--- src/rtl/gseq_pkg.sv ---
package gseq_pkg;

  typedef enum logic [2:0] {
    ST_IDLE,
    ST_HS_ON,
    ST_WAIT_SW,
    ST_LS_ON,
    ST_WAIT_LG
  } gseq_state_e;

  // control -> datapath strobes
  typedef struct packed {
    logic wdRun;
  } gseq_strobe_t;

  // datapath -> control flags
  typedef struct packed {
    logic dutyOk;
    logic wdExpired;
  } gseq_flags_t;

endpackage

--- src/rtl/gseq_datapath.sv ---
module gseq_datapath #(
  parameter int PERIOD_CLKS  = 20,
  parameter int MAX_DUTY_PCT = 80,
  parameter int WD_CYCLES    = 8
) (
  input  logic                  clk,
  input  logic                  rst_n,
  input  gseq_pkg::gseq_strobe_t strobe,
  output gseq_pkg::gseq_flags_t  flags
);
  localparam int DUTY_LIM = (PERIOD_CLKS * MAX_DUTY_PCT) / 100;
  localparam int PW       = $clog2(PERIOD_CLKS + 1);
  localparam int WW       = $clog2(WD_CYCLES + 1);

  logic [PW-1:0] periodCnt;
  logic [WW-1:0] wdCnt;
  logic          wdHit;

  // switching period counter, free running from reset
  always_ff @(posedge clk or negedge rst_n) begin
    if (!rst_n)
      periodCnt <= '0;
    else if (periodCnt == PW'(PERIOD_CLKS - 1))
      periodCnt <= '0;
    else
      periodCnt <= periodCnt + 1'b1;
  end

  assign wdHit = (wdCnt == WW'(WD_CYCLES - 1));

  // wait timer for the switch-node-low flag
  always_ff @(posedge clk or negedge rst_n) begin
    if (!rst_n)
      wdCnt <= '0;
    else if (!strobe.wdRun)
      wdCnt <= '0;
    else if (!wdHit)
      wdCnt <= wdCnt + 1'b1;
  end

  assign flags.dutyOk    = (periodCnt < PW'(DUTY_LIM));
  assign flags.wdExpired = strobe.wdRun && wdHit;

endmodule

--- src/rtl/gseq_control.sv ---
module gseq_control (
  input  logic                   clk,
  input  logic                   rst_n,
  input  logic                   pwmCmd,
  input  logic                   swNodeLow,
  input  logic                   lsGateLow,
  input  logic                   forceOff,
  input  logic                   forceLs,
  input  gseq_pkg::gseq_flags_t  flags,
  output gseq_pkg::gseq_strobe_t strobe,
  output logic                   hsEn,
  output logic                   lsEn
);
  import gseq_pkg::*;

  gseq_state_e state, stateNxt;
  logic        hsReq;

  assign hsReq = pwmCmd && flags.dutyOk && !forceLs;

  always_comb begin
    stateNxt = state;
    if (forceOff) begin
      stateNxt = ST_IDLE;
    end else begin
      unique case (state)
        ST_IDLE:    stateNxt = hsReq ? ST_WAIT_LG : ST_WAIT_SW;
        ST_HS_ON:   if (!hsReq) stateNxt = ST_WAIT_SW;
        ST_WAIT_SW: if (swNodeLow || flags.wdExpired) stateNxt = ST_LS_ON;
        ST_LS_ON:   if (hsReq) stateNxt = ST_WAIT_LG;
        ST_WAIT_LG: begin
          if (!hsReq)         stateNxt = ST_LS_ON;
          else if (lsGateLow) stateNxt = ST_HS_ON;
        end
        default:    stateNxt = ST_IDLE;
      endcase
    end
  end

  always_ff @(posedge clk or negedge rst_n) begin
    if (!rst_n) state <= ST_IDLE;
    else        state <= stateNxt;
  end

  assign strobe.wdRun = (state == ST_WAIT_SW);
  assign hsEn         = (state == ST_HS_ON);
  assign lsEn         = (state == ST_LS_ON);

endmodule

--- src/rtl/gate_sequencer.sv ---
module gate_sequencer #(
  parameter int PERIOD_CLKS  = 20,
  parameter int MAX_DUTY_PCT = 80,
  parameter int WD_CYCLES    = 8
) (
  input  logic clk,
  input  logic rst_n,
  input  logic pwmCmd,
  input  logic swNodeLow,
  input  logic lsGateLow,
  input  logic forceOff,
  input  logic forceLs,
  output logic hsEn,
  output logic lsEn
);
  gseq_pkg::gseq_strobe_t strobe;
  gseq_pkg::gseq_flags_t  flags;

  gseq_control u_ctrl (
    .clk(clk), .rst_n(rst_n), .pwmCmd(pwmCmd), .swNodeLow(swNodeLow),
    .lsGateLow(lsGateLow), .forceOff(forceOff), .forceLs(forceLs),
    .flags(flags), .strobe(strobe), .hsEn(hsEn), .lsEn(lsEn)
  );

  gseq_datapath #(
    .PERIOD_CLKS(PERIOD_CLKS), .MAX_DUTY_PCT(MAX_DUTY_PCT), .WD_CYCLES(WD_CYCLES)
  ) u_dp (
    .clk(clk), .rst_n(rst_n), .strobe(strobe), .flags(flags)
  );

endmodule

--- config.mk ---
export PLATFORM = sky130hd
export DESIGN_NAME = gate_sequencer
export DESIGN_NICKNAME = d
export VERILOG_FILES = /design/src/rtl/gseq_pkg.sv /design/src/rtl/gseq_datapath.sv /design/src/rtl/gseq_control.sv /design/src/rtl/gate_sequencer.sv
export SDC_FILE = /design/constraint.sdc
export NUM_CORES = 1
export LEC_CHECK = 0
export BUFFER_PORTS_ARGS = -buffer_cell sky130_fd_sc_hd__buf_2
export CORE_AREA = 2 2 39 41
export CTS_BUF_LIST = sky130_fd_sc_hd__clkbuf_16
export CTS_CLUSTER_DIAMETER = 80
export DETAILED_ROUTE_END_ITERATION = 12
export DIE_AREA = 0 0 41 43
export PLACE_DENSITY = 0.65
export SLEW_MARGIN = 25
export SYNTH_ARGS = -nofsm -noshare
export SYNTH_HDL_FRONTEND = slang
export SYNTH_HIERARCHICAL = 1
export SYNTH_SLANG_ARGS = --single-unit
export TNS_END_PERCENT = 20
--- constraint.sdc ---
create_clock -name clk -period 1.45 [get_ports clk]
set_input_delay 0.435 -clock clk [delete_from_list [all_inputs] [get_ports clk]]
set_output_delay 0.435 -clock clk [all_outputs]
set_load 0.05 [all_outputs]
==> flow_summary.toml, run 1 <==
[die]
die_h_um = 43
io_pins = 9
initial_utilization_pct = 43.31
dieArea_mm2 = 0.001763
coreArea_mm2 = 0.001384
num_rows = 14
die_w_um = 41

[synthesis]
synth_adder_area_share_pct = 4.175
synth_top_family_by_area = "simple AND/OR/NAND/NOR gates"
yosys-mux-area-fraction_pct = 3.340
yosys_register_bits = 12
ys_seq_area_share_pct = 50.10
synth-compound-area-share_pct = 13.36
synth.cell_area_um2 = 599.3
syn_avg_cell_area_um2 = 10.33
syn_nets = 67
synth_xor_area_share_pct = 2.923
netlist_instances = 58
yosysUniqueCellTypes = 21
yosysWarningCount = 6
synthSimpleGateAreaFrac_pct = 22.96

[global_routing]
grt_pass1_wl_um = 1738
grt_pass1_vias = 432
gr-total-overflow = 0
grt_max_degree = 13
grtUsageTotal_pct = 15.56
antenna_found_initial = 0

[critical_path]
reg2reg_depth = 6
cp_cell_sequence = "and3b_2 > buf_8"
reg2reg_to = "u_ctrl/state[0]"
critical_path.max_stage_delay_ps = 410
critPathTopFamily = "flip-flops"
critPathKind = "flop to output port"
critPathBufInv = 1
crit_cells = 2
setup.worst_path.end_class = "output port"
required_ps = 1020
crit_fanout = 3
critPathLaunch = "u_ctrl/state[2]"
start_kind = "flop"
r2r_slack_ps = 130
slowest_stage = "dfrtp_1"
crit_arrival_ps = 1080
r2r_start = "u_ctrl/state[2]"

[clock_network]
root_buffer = "clkbuf_16"
clk_path_buf_depth = 2
cts_hold_buf = 0
clkTransAtPathRegs_ps = 40
h-tree-depth = 1
cts_buffers = 3
numClockSinks = 12
cts_tree = "yes"
clk_latency_ps = 240

[pwr]
fin_total_pwr_uw = 960.9
power_density_mw_per_mm2 = 1192
p_leak_nw = 0.3976
vdd_drop_max_v = 0.0007366

[timing]
relSlewSlack_pct = 80.53
max_freq_mhz = 661.4
post-route-period-util_pct = 104.3
period_needed_ps = 1512
tightest_slew_ps = 292.1
rsz0062_at_grt = "true"
slew_viol_final = 0
hold_viol_final = 0
clock_skew_ps = 0.9000
setup_ws_ps = -61.97
setup_viol = 2

[layout]
final_area_um2 = 805.8
nNetsFinal = 85
fillers = 113
ff_latch_area_um2 = 301.5
antenna_cells = 0
multi_input_area_um2 = 292.8
fin_util_pct = 58.23
area_growth_pct = 34.45
drive_gt1_share_pct = 28.00

[placed_design]
gp_congestion = 0.7294
io_buffers = 8
preCtsSetupSlack_ps = 78.49
hpwl_um = 784.9
dpl_cell_area_um2 = 680.7

[drt]
first_pass_iters = 5
wire_per_inst_um = 12.59
drt_iter0_drc = 14
ant_nets = 0
post_drt_via_cell_ratio = 5.242
finalWirelength_um = 1146
vias = 477
drc = 0

[hold_path]
worstHoldPathType = "input port to async pin"

[run]
maxCapViolations = 0

[outcome]
violations = "setup timing"
outcome = "finished, violations left"
-- synth_stat cells --
library cell	count	share of area [%]
nand2_1	2	1.3
a21oi_1	1	0.83
and3b_2	1	1.7
nor3b_1	1	1.3
nor2_1	7	4.4
dfrtp_1	12	50
nand3_1	3	2.5
nor3_1	1	0.83
nor3b_2	2	4.2
ha_1	2	4.2
a211oi_1	1	1.3
a22o_1	1	1.5
nand2b_1	1	1.0
nand3b_4	1	3.3
a31oi_1	3	3.1
o21ai_0	5	4.2
mux2i_1	2	3.3
nand3b_1	2	2.5
xnor2_1	2	2.9
inv_1	5	3.1
o21ai_1	3	2.5
-- per-stage QoR --
| stage | hold slack (ps) | TNS [ps] | std cells |
|---|---|---|---|
| after floorplan | 139.4 | 0 | 58 |
| after global placement | 328.9 | 0 | 84 |
| after detailed placement | 331.1 | 0 | 84 |
| after CTS | 78.29 | -88.65 | 91 |
| after global routing | 97.50 | -184.1 | 91 |
| final | 76.72 | -122.8 | 91 |
-- worst max-delay path by stage --
stage | to | slack [ps]
floorplan | hsEn | 70
global placement | lsEn | 110
detailed placement | lsEn | 80
CTS | lsEn | -50
global route | hsEn | -90
finish | lsEn | -60
-- routing by layer --
layer | vias up | share of wire, % | track usage (%)
met4 | 0 | 1.1 | 12.00
met5 | - | 0 | 0
li1 | 238 | - | -
met3 | 2 | 5.2 | 4.712
met2 | 15 | 46 | 21.88
met1 | 222 | 48 | 18.84
-- cells by family (layout without fill, tap and decap cells) --
logic type	Yosys count	in the layout
AO/OA/AOI/OAI	14	14
XOR/XNOR	2	2
adder cells (fa/ha/maj)	2	2
flip-flops	12	12
multiplexers	2	2
buffers and inverters	5	22
AND/OR/NAND/NOR	21	21
-- state kept, by name, indices dropped and copies added, names as in the netlist --
register	cells
u_dp/wdCnt	4
u_ctrl/state	3
u_dp/periodCnt	5
-- placed cells by master, fill, tap and decap left out, types with 3 or more instances in the layout --
| cell | synthesis | layout |
|---|---|---|
| nor2_1 | 7 | 7 |
| inv_1 | 5 | 5 |
| dfrtp_1 | 12 | 11 |
| nand3_1 | 3 | 3 |
| buf_4 | 0 | 5 |
| buf_2 | 0 | 6 |
| a31oi_1 | 3 | 3 |
| clkbuf_16 | 0 | 3 |
| o21ai_1 | 3 | 3 |
| o21ai_0 | 5 | 5 |
-- power breakdown --
| group | switching (mW) | internal (mW) |
|---|---|---|
| logic | 0.0524 | 0.0475 |
| registers | 0.0130 | 0.349 |
| clock network | 0.137 | 0.362 |
-- repair_timing --
action / 4_1_cts / 5_1_grt
gates resized for setup: 6 / 1
pin swaps: 1 / 0
setup endpoints to repair: 2 / 3
setup buffers: 3 / 0
-- worst reg2reg max path, delay by kind of cell (launching register included) --
family,cells,cell delay [ps]
buf+inv,2,270
flops,1,410
simple gates,2,300
compound gates,2,240
-- final cells by class --
| type | count | share of cell area [%] |
|---|---|---|
| Tap cell | 16 | 2.484 |
| Clock inverter | 1 | 0.4658 |
| Clock buffer | 3 | 9.317 |
| Multi-Input combinational cell | 41 | 36.34 |
| Sequential cell | 12 | 37.42 |
| Timing Repair Buffer | 13 | 11.65 |
| Inverter | 5 | 2.329 |
Note: power is estimated with default switching activity, not from simulation.
==> run 2, diff against run 1 <==
Settings changed: ABC_AREA set to 1, CTS_BUF_LIST sky130_fd_sc_hd__clkbuf_16 to not set, PLACE_DENSITY 0.65 to 0.71.
==> flow_summary.toml, run 2 <==
[outcome]
outcome = "finished, violations left"
violations = "setup timing"

[layout]
largest_reg_flops = 5
fin_util_pct = 66.46
layout_commonest_cell = "nand2_1"
drive_gt1_share_pct = 37.17
nNetsFinal = 124
final_area_um2 = 919.6
antenna_cells = 0
largestRegisters = "u_dp/periodCnt: 5 flops, u_dp/wdCnt: 4 flops, u_ctrl/state: 3 flops"
final_cell_mix = "nand2_1, nand3_1, buf_4"
largest_register = "u_dp/periodCnt"
final_cells = 129
area_growth_pct = 36.36

[critical_path]
crit_arrival_ps = 1110
start_kind = "flop"
setup.worst_path.end_class = "output port"
cp_cell_sequence = "inv_4 > nand3_4 > inv_2 > buf_8"
critPathKind = "flop to output port"
r2r_start = "u_ctrl/state[0]"
critPathBufInv = 3
crit_fanout = 4
slowest_stage = "dfrtp_2"
required_ps = 1020
critPathLaunch = "u_ctrl/state[2]"
critPathTopFamily = "flip-flops"
critical_path.max_stage_delay_ps = 460

[drt]
drt_iter0_drc = 9
ant_nets = 0
vias = 658
first_pass_iters = 4
wire_per_inst_um = 12.27
drc = 0
finalWirelength_um = 1583
post_drt_via_cell_ratio = 5.101

[global_routing]
grt_pass1_wl_um = 2539
grt_max_degree = 13
grtUsageTotal_pct = 22.26
grt_pass1_vias = 628
gr-total-overflow = 0
antenna_found_initial = 0

[pwr]
fin_total_pwr_mw = 1.449
power_density_mw_per_mm2 = 1576
vdd_drop_max_v = 0.001097
p_leak_nw = 0.4961

[clock_network]
clk_latency_ps = 270
cts_hold_buf = 0
cts_buffers = 3
root_buffer = "clkbuf_4"
clk_path_buf_depth = 2
clkTransAtPathRegs_ps = 60
cts_tree = "yes"
numClockSinks = 12
h-tree-depth = 1

[die]
dieArea_mm2 = 0.001763
num_rows = 14
coreArea_mm2 = 0.001384
die_h_um = 43
io_pins = 9
initial_utilization_pct = 48.73
die_w_um = 41

[timing]
setup_viol = 3
slew_viol_final = 0
relSlewSlack_pct = 82.86
rsz0062_at_grt = "true"
setup_ws_ps = -96.21
finalSetupTns_ps = -201.3
tightest_slew_ps = 257.2
hold_viol_final = 0
max_freq_mhz = 646.7
hold_slack_ps = 26.87
period_needed_ps = 1546
clock_skew_ps = 4.021
post-route-period-util_pct = 106.6

[placed_design]
placedCellCount = 120
preCtsSetupSlack_ps = 61.00
gp_congestion = 0.8033
hpwl_um = 1021
dpl_cell_area_um2 = 787.0
io_buffers = 8

[synthesis]
synth.cell_area_um2 = 674.4
synth.top_cell.area_share_pct = 44.53
synthTopCellsByArea = "dfrtp_1, nand2_1, nand3_1"
yosysWarningCount = 6
synthFlopType = "dfrtp_1"
yosysUniqueCellTypes = 17
yosys_register_bits = 12
syn_nets = 98
yosys.area.top_type = "dfrtp_1"
async_reset_ff_share_pct = 100.0
netlist_instances = 89
syn_avg_cell_area_um2 = 7.577
yosysMostFrequentCell = "nand2_1"
synth_edf_count = 0
synth_common_cells = "nand2_1, nand3_1, dfrtp_1"
ys_seq_area_share_pct = 44.53

[hold_path]
worstHoldPathType = "input port to async pin"

[run]
maxCapViolations = 0
run 2: cell types whose count changed after synthesis, sizes merged, moves of 2 or more:
cell / delta
nor2: +4
a31oi: -3
inv: +6
nand4: +2
o21ai: -6
nand3: +10
nor3b: -3
nand2: +27
mux2i: -2
nand3b: -2
run 2: logic make-up (layout without fill, tap and decap cells):
kind of cell / count (synthesis) / after routing / share of synthesized area, %
compound gates: 4 / 4 / 2.967
xor+xnor: 2 / 2 / 2.598
buf+inv: 11 / 35 / 6.123
flops: 12 / 12 / 44.53
simple gates: 58 / 58 / 40.07
fa+ha+maj: 2 / 2 / 3.710
run 2: layout make-up:
| cell class | instances | area [um2] |
|---|---|---|
| tap | 16 | 20.02 |
| inverter | 11 | 43.79 |
| sequential | 12 | 302.8 |
| multi-input combinational | 66 | 365.4 |
| clock buffer | 3 | 22.52 |
| fill | 114 | 464.2 |
| timing repair buffer | 21 | 165.2 |
run 2: worst reg2reg max path, stage by stage (launching register included):
cell and delay [ps]:
dfrtp_2 440, nor2_2 170, nand2_2 80, inv_2 60, nand2_2 60, nor2_4 110, nor2_1 60, nand3_1 80
nand2_1 70, nand2_2 80, nand2_1 50, nand2_1 60, nand2_1 40
run 2: where the power goes:
| group | switching (mW) | leakage (nW) | internal [mW] |
|---|---|---|---|
| sequential | 0.0628 | 0.151 | 0.394 |
| clock | 0.0946 | 0.0138 | 0.0960 |
| combinational | 0.426 | 0.331 | 0.376 |
| total | 0.583 | 0.496 | 0.866 |
run 2: layer usage:
| layer | track usage [%] | vias to the layer above | wire length, um | part of all wire, % |
|---|---|---|---|---|
| met3 | 6.283 | 8 | 48 | 3.0 |
| met1 | 23.10 | 307 | 607 | 38 |
| met5 | 0 | - | 0 | 0 |
| met4 | 10.00 | 0 | 69 | 4.4 |
| li1 | - | 335 | - | - |
| met2 | 38.44 | 8 | 858 | 54 |
run 2: what timing repair did:
item / CTS / global route
buffers inserted: 4 / 2
pin swaps: 2 / 2
setup endpoints to repair: 2 / 5
resized for setup: 13 / 10
run 2: path summary, 6_finish.rpt:
path / end / slack (ps) / cells past startpoint
setup reg to reg: u_ctrl/state[0] / -10 / 12
max in group asynchronous: u_ctrl/state[0] / 1200 / 1
hold reg to reg: u_dp/periodCnt[0] / 460 / 1
hold / removal: u_ctrl/state[1] / 30 / 1
min in group clk: u_ctrl/state[2] / 440 / 4
setup / recovery: hsEn / -100 / 4
==> run 3, diff against run 2 <==
Settings changed: PLACE_DENSITY 0.71 to 0.73, SYNTH_HIERARCHICAL 1 to not set.
==> flow_summary.toml, run 3 <==
[outcome]
outcome = "finished, violations left"
violations = "setup timing"

[critical_path]
reg2reg_depth = 11
reg2reg_to = "u_ctrl.state[1]"
critPathKind = "flop to output port"
crit_fanout = 4
setup.worst_path.end_class = "output port"
crit_arrival_ps = 1110
start_kind = "flop"
r2r_start = "u_ctrl.state[1]"
r2r_slack_ps = -70
required_ps = 1020

[synthesis]
synth.top_cell.area_share_pct = 43.09
synth_adder_area_share_pct = 3.591
yosys_register_bits = 12
synthFlopType = "dfrtp_1"
yosys.area.top_type = "dfrtp_1"
synth_xor_area_share_pct = 5.027
yosysWarningCount = 0
synthTopCellsByArea = "dfrtp_1, nand3_1, nand2_1"
yosysMostFrequentCell = "nand2_1"
synth.cell_area_um2 = 696.9
synth_common_cells = "nand2_1, dfrtp_1, nand3_1"
ys_seq_area_share_pct = 43.09
yosysUniqueCellTypes = 21
netlist_instances = 86
synthSimpleGateAreaFrac_pct = 36.09
synth-compound-area-share_pct = 5.745
syn_nets = 95
syn_avg_cell_area_um2 = 8.104
synth_edf_count = 0
yosys-mux-area-fraction_pct = 0
synth_top_family_by_area = "simple AND/OR/NAND/NOR gates"
async_reset_ff_share_pct = 100.0

[pwr]
fin_total_pwr_mw = 1.555
power_density_mw_per_mm2 = 1642
power.net_switching_uw = 610.7
vdd_drop_max_v = 0.001072
internal_power_uw = 944.3
p_leak_nw = 0.5226
comb_power_share_pct = 52.1
pwr-share-seq_pct = 30.6
sw_frac_of_total_pct = 39.27
clock_power_share_pct = 17.3

[clock_network]
clk_latency_ps = 270
root_buffer = "clkbuf_4"
cts_hold_buf = 0
numClockSinks = 12
h-tree-depth = 1
clk_path_buf_depth = 2
cts_tree = "yes"
cts_buffers = 3
clkTransAtPathRegs_ps = 80

[timing]
hold_viol_final = 0
hold_slack_ps = 29.55
max_freq_mhz = 645.4
rsz0062_at_grt = "true"
finalSetupTns_ps = -282.2
slew_viol_final = 0
period_needed_ps = 1549
clock_skew_ps = 0.5779
relSlewSlack_pct = 77.45
post-route-period-util_pct = 106.9
tightest_slew_ps = 335.7
setup_ws_ps = -99.37
setup_viol = 5

[global_routing]
gr-total-overflow = 0
use_met2_pct = 44.06
busiest_layer = "met2"
grt_pass1_vias = 725
grt_max_degree = 13
antenna_found_initial = 0
grtUsageTotal_pct = 24.64
met3_usage_pct = 3.665
grt_pass1_wl_um = 2884
met1_usage_pct = 24.58

[layout]
drive_gt1_share_pct = 35.65
area_growth_pct = 35.91
nNetsFinal = 125
fillers = 111
largest_register = "u_dp.periodCnt"
largestRegisters = "u_dp.periodCnt: 5 flops, u_dp.wdCnt: 4 flops, u_ctrl.state: 3 flops"
largest_reg_flops = 5
antenna_cells = 0
final_cell_mix = "buf_4, nand2_1, nand3_1, dfrtp_1, nor2_1"
layout_commonest_cell = "buf_4"

[die]
coreArea_mm2 = 0.001384
die_h_um = 43
dieArea_mm2 = 0.001763
num_rows = 14
die_w_um = 41
initial_utilization_pct = 50.36
io_pins = 9

[drt]
drc = 0
wire_per_inst_um = 12.98
drt_iter0_drc = 15
ant_nets = 0
vias = 698
post_drt_via_cell_ratio = 5.328
first_pass_iters = 6
finalWirelength_um = 1700

[placed_design]
hpwl_um = 1088
io_buffers = 8
gp_congestion = 0.7483

[run]
maxCapViolations = 0

[hold_path]
worstHoldPathType = "input port to async pin"
[run 3: kinds of logic after synthesis]
| kind of cell | after synthesis |
|---|---|
| AO/OA/AOI/OAI | 6 |
| XOR/XNOR | 4 |
| adder cells (fa/ha/maj) | 2 |
| buffers and inverters | 12 |
| flip-flops | 12 |
| AND/OR/NAND/NOR | 50 |
[run 3: worst max path at each step]
stage	startpoint	to	slack (ps)
floorplan	u_ctrl.state[2]	hsEn	30
global placement	u_ctrl.state[2]	hsEn	90
detailed placement	u_ctrl.state[1]	hsEn	80
CTS	u_ctrl.state[0]	lsEn	-90
global route	u_ctrl.state[1]	hsEn	-160
finish	u_ctrl.state[1]	hsEn	-100
[run 3: layout make-up]
| class | count | area (um2) | area share (%) |
|---|---|---|---|
| sequential | 12 | 301.5 | 31.84 |
| clock buffer | 4 | 36.28 | 3.831 |
| tap | 16 | 20.02 | 2.114 |
| timing repair buffer | 25 | 187.7 | 19.82 |
| multi-input combinational | 62 | 356.6 | 37.65 |
| inverter | 12 | 45.04 | 4.756 |
[run 3: metal layers]
layer	part of all wire [%]	up-vias
met4	1.7	0
li1	-	337
met3	4.1	4
met2	54	22
met5	0	-
met1	40	335
[run 3: power groups by stage]
stage | logic (mW) | clock network (mW) | registers (mW)
3_3_place_gp | 0.528 | 0 | 0.467
5_1_grt | 0.877 | 0.294 | 0.486
6_report | 0.810 | 0.269 | 0.476
3_5_place_dp | 0.534 | 0 | 0.471
4_1_cts | 0.734 | 0.268 | 0.467
2_1_floorplan | 0.381 | 0 | 0.476
[run 3: worst max-delay path, cell delays in order, from the launching register on]
cell and delay, ps:
dfrtp_1 440, inv_2 80, nand3_2 90, inv_2 90, buf_8 140
[run 3: through the flow]
stage                     instance area (um2)  utilization [%]  worst slack, ps  instances
after global routing                    947.2            68.44           -158.1        131
after floorplan                         696.9                -            32.72         86
after detailed placement                779.5            56.33            75.49        113
final                                   947.2            68.44           -99.37        131
after global placement                  779.5            56.33            86.57        113
after CTS                               924.6            66.82           -91.28        129
[run 3: repair_timing]
item / 4_1_cts / 5_1_grt
pin swaps: 4 / 1
setup endpoints to repair: 2 / 5
buffers inserted: 12 / 2
resized for setup: 8 / 2
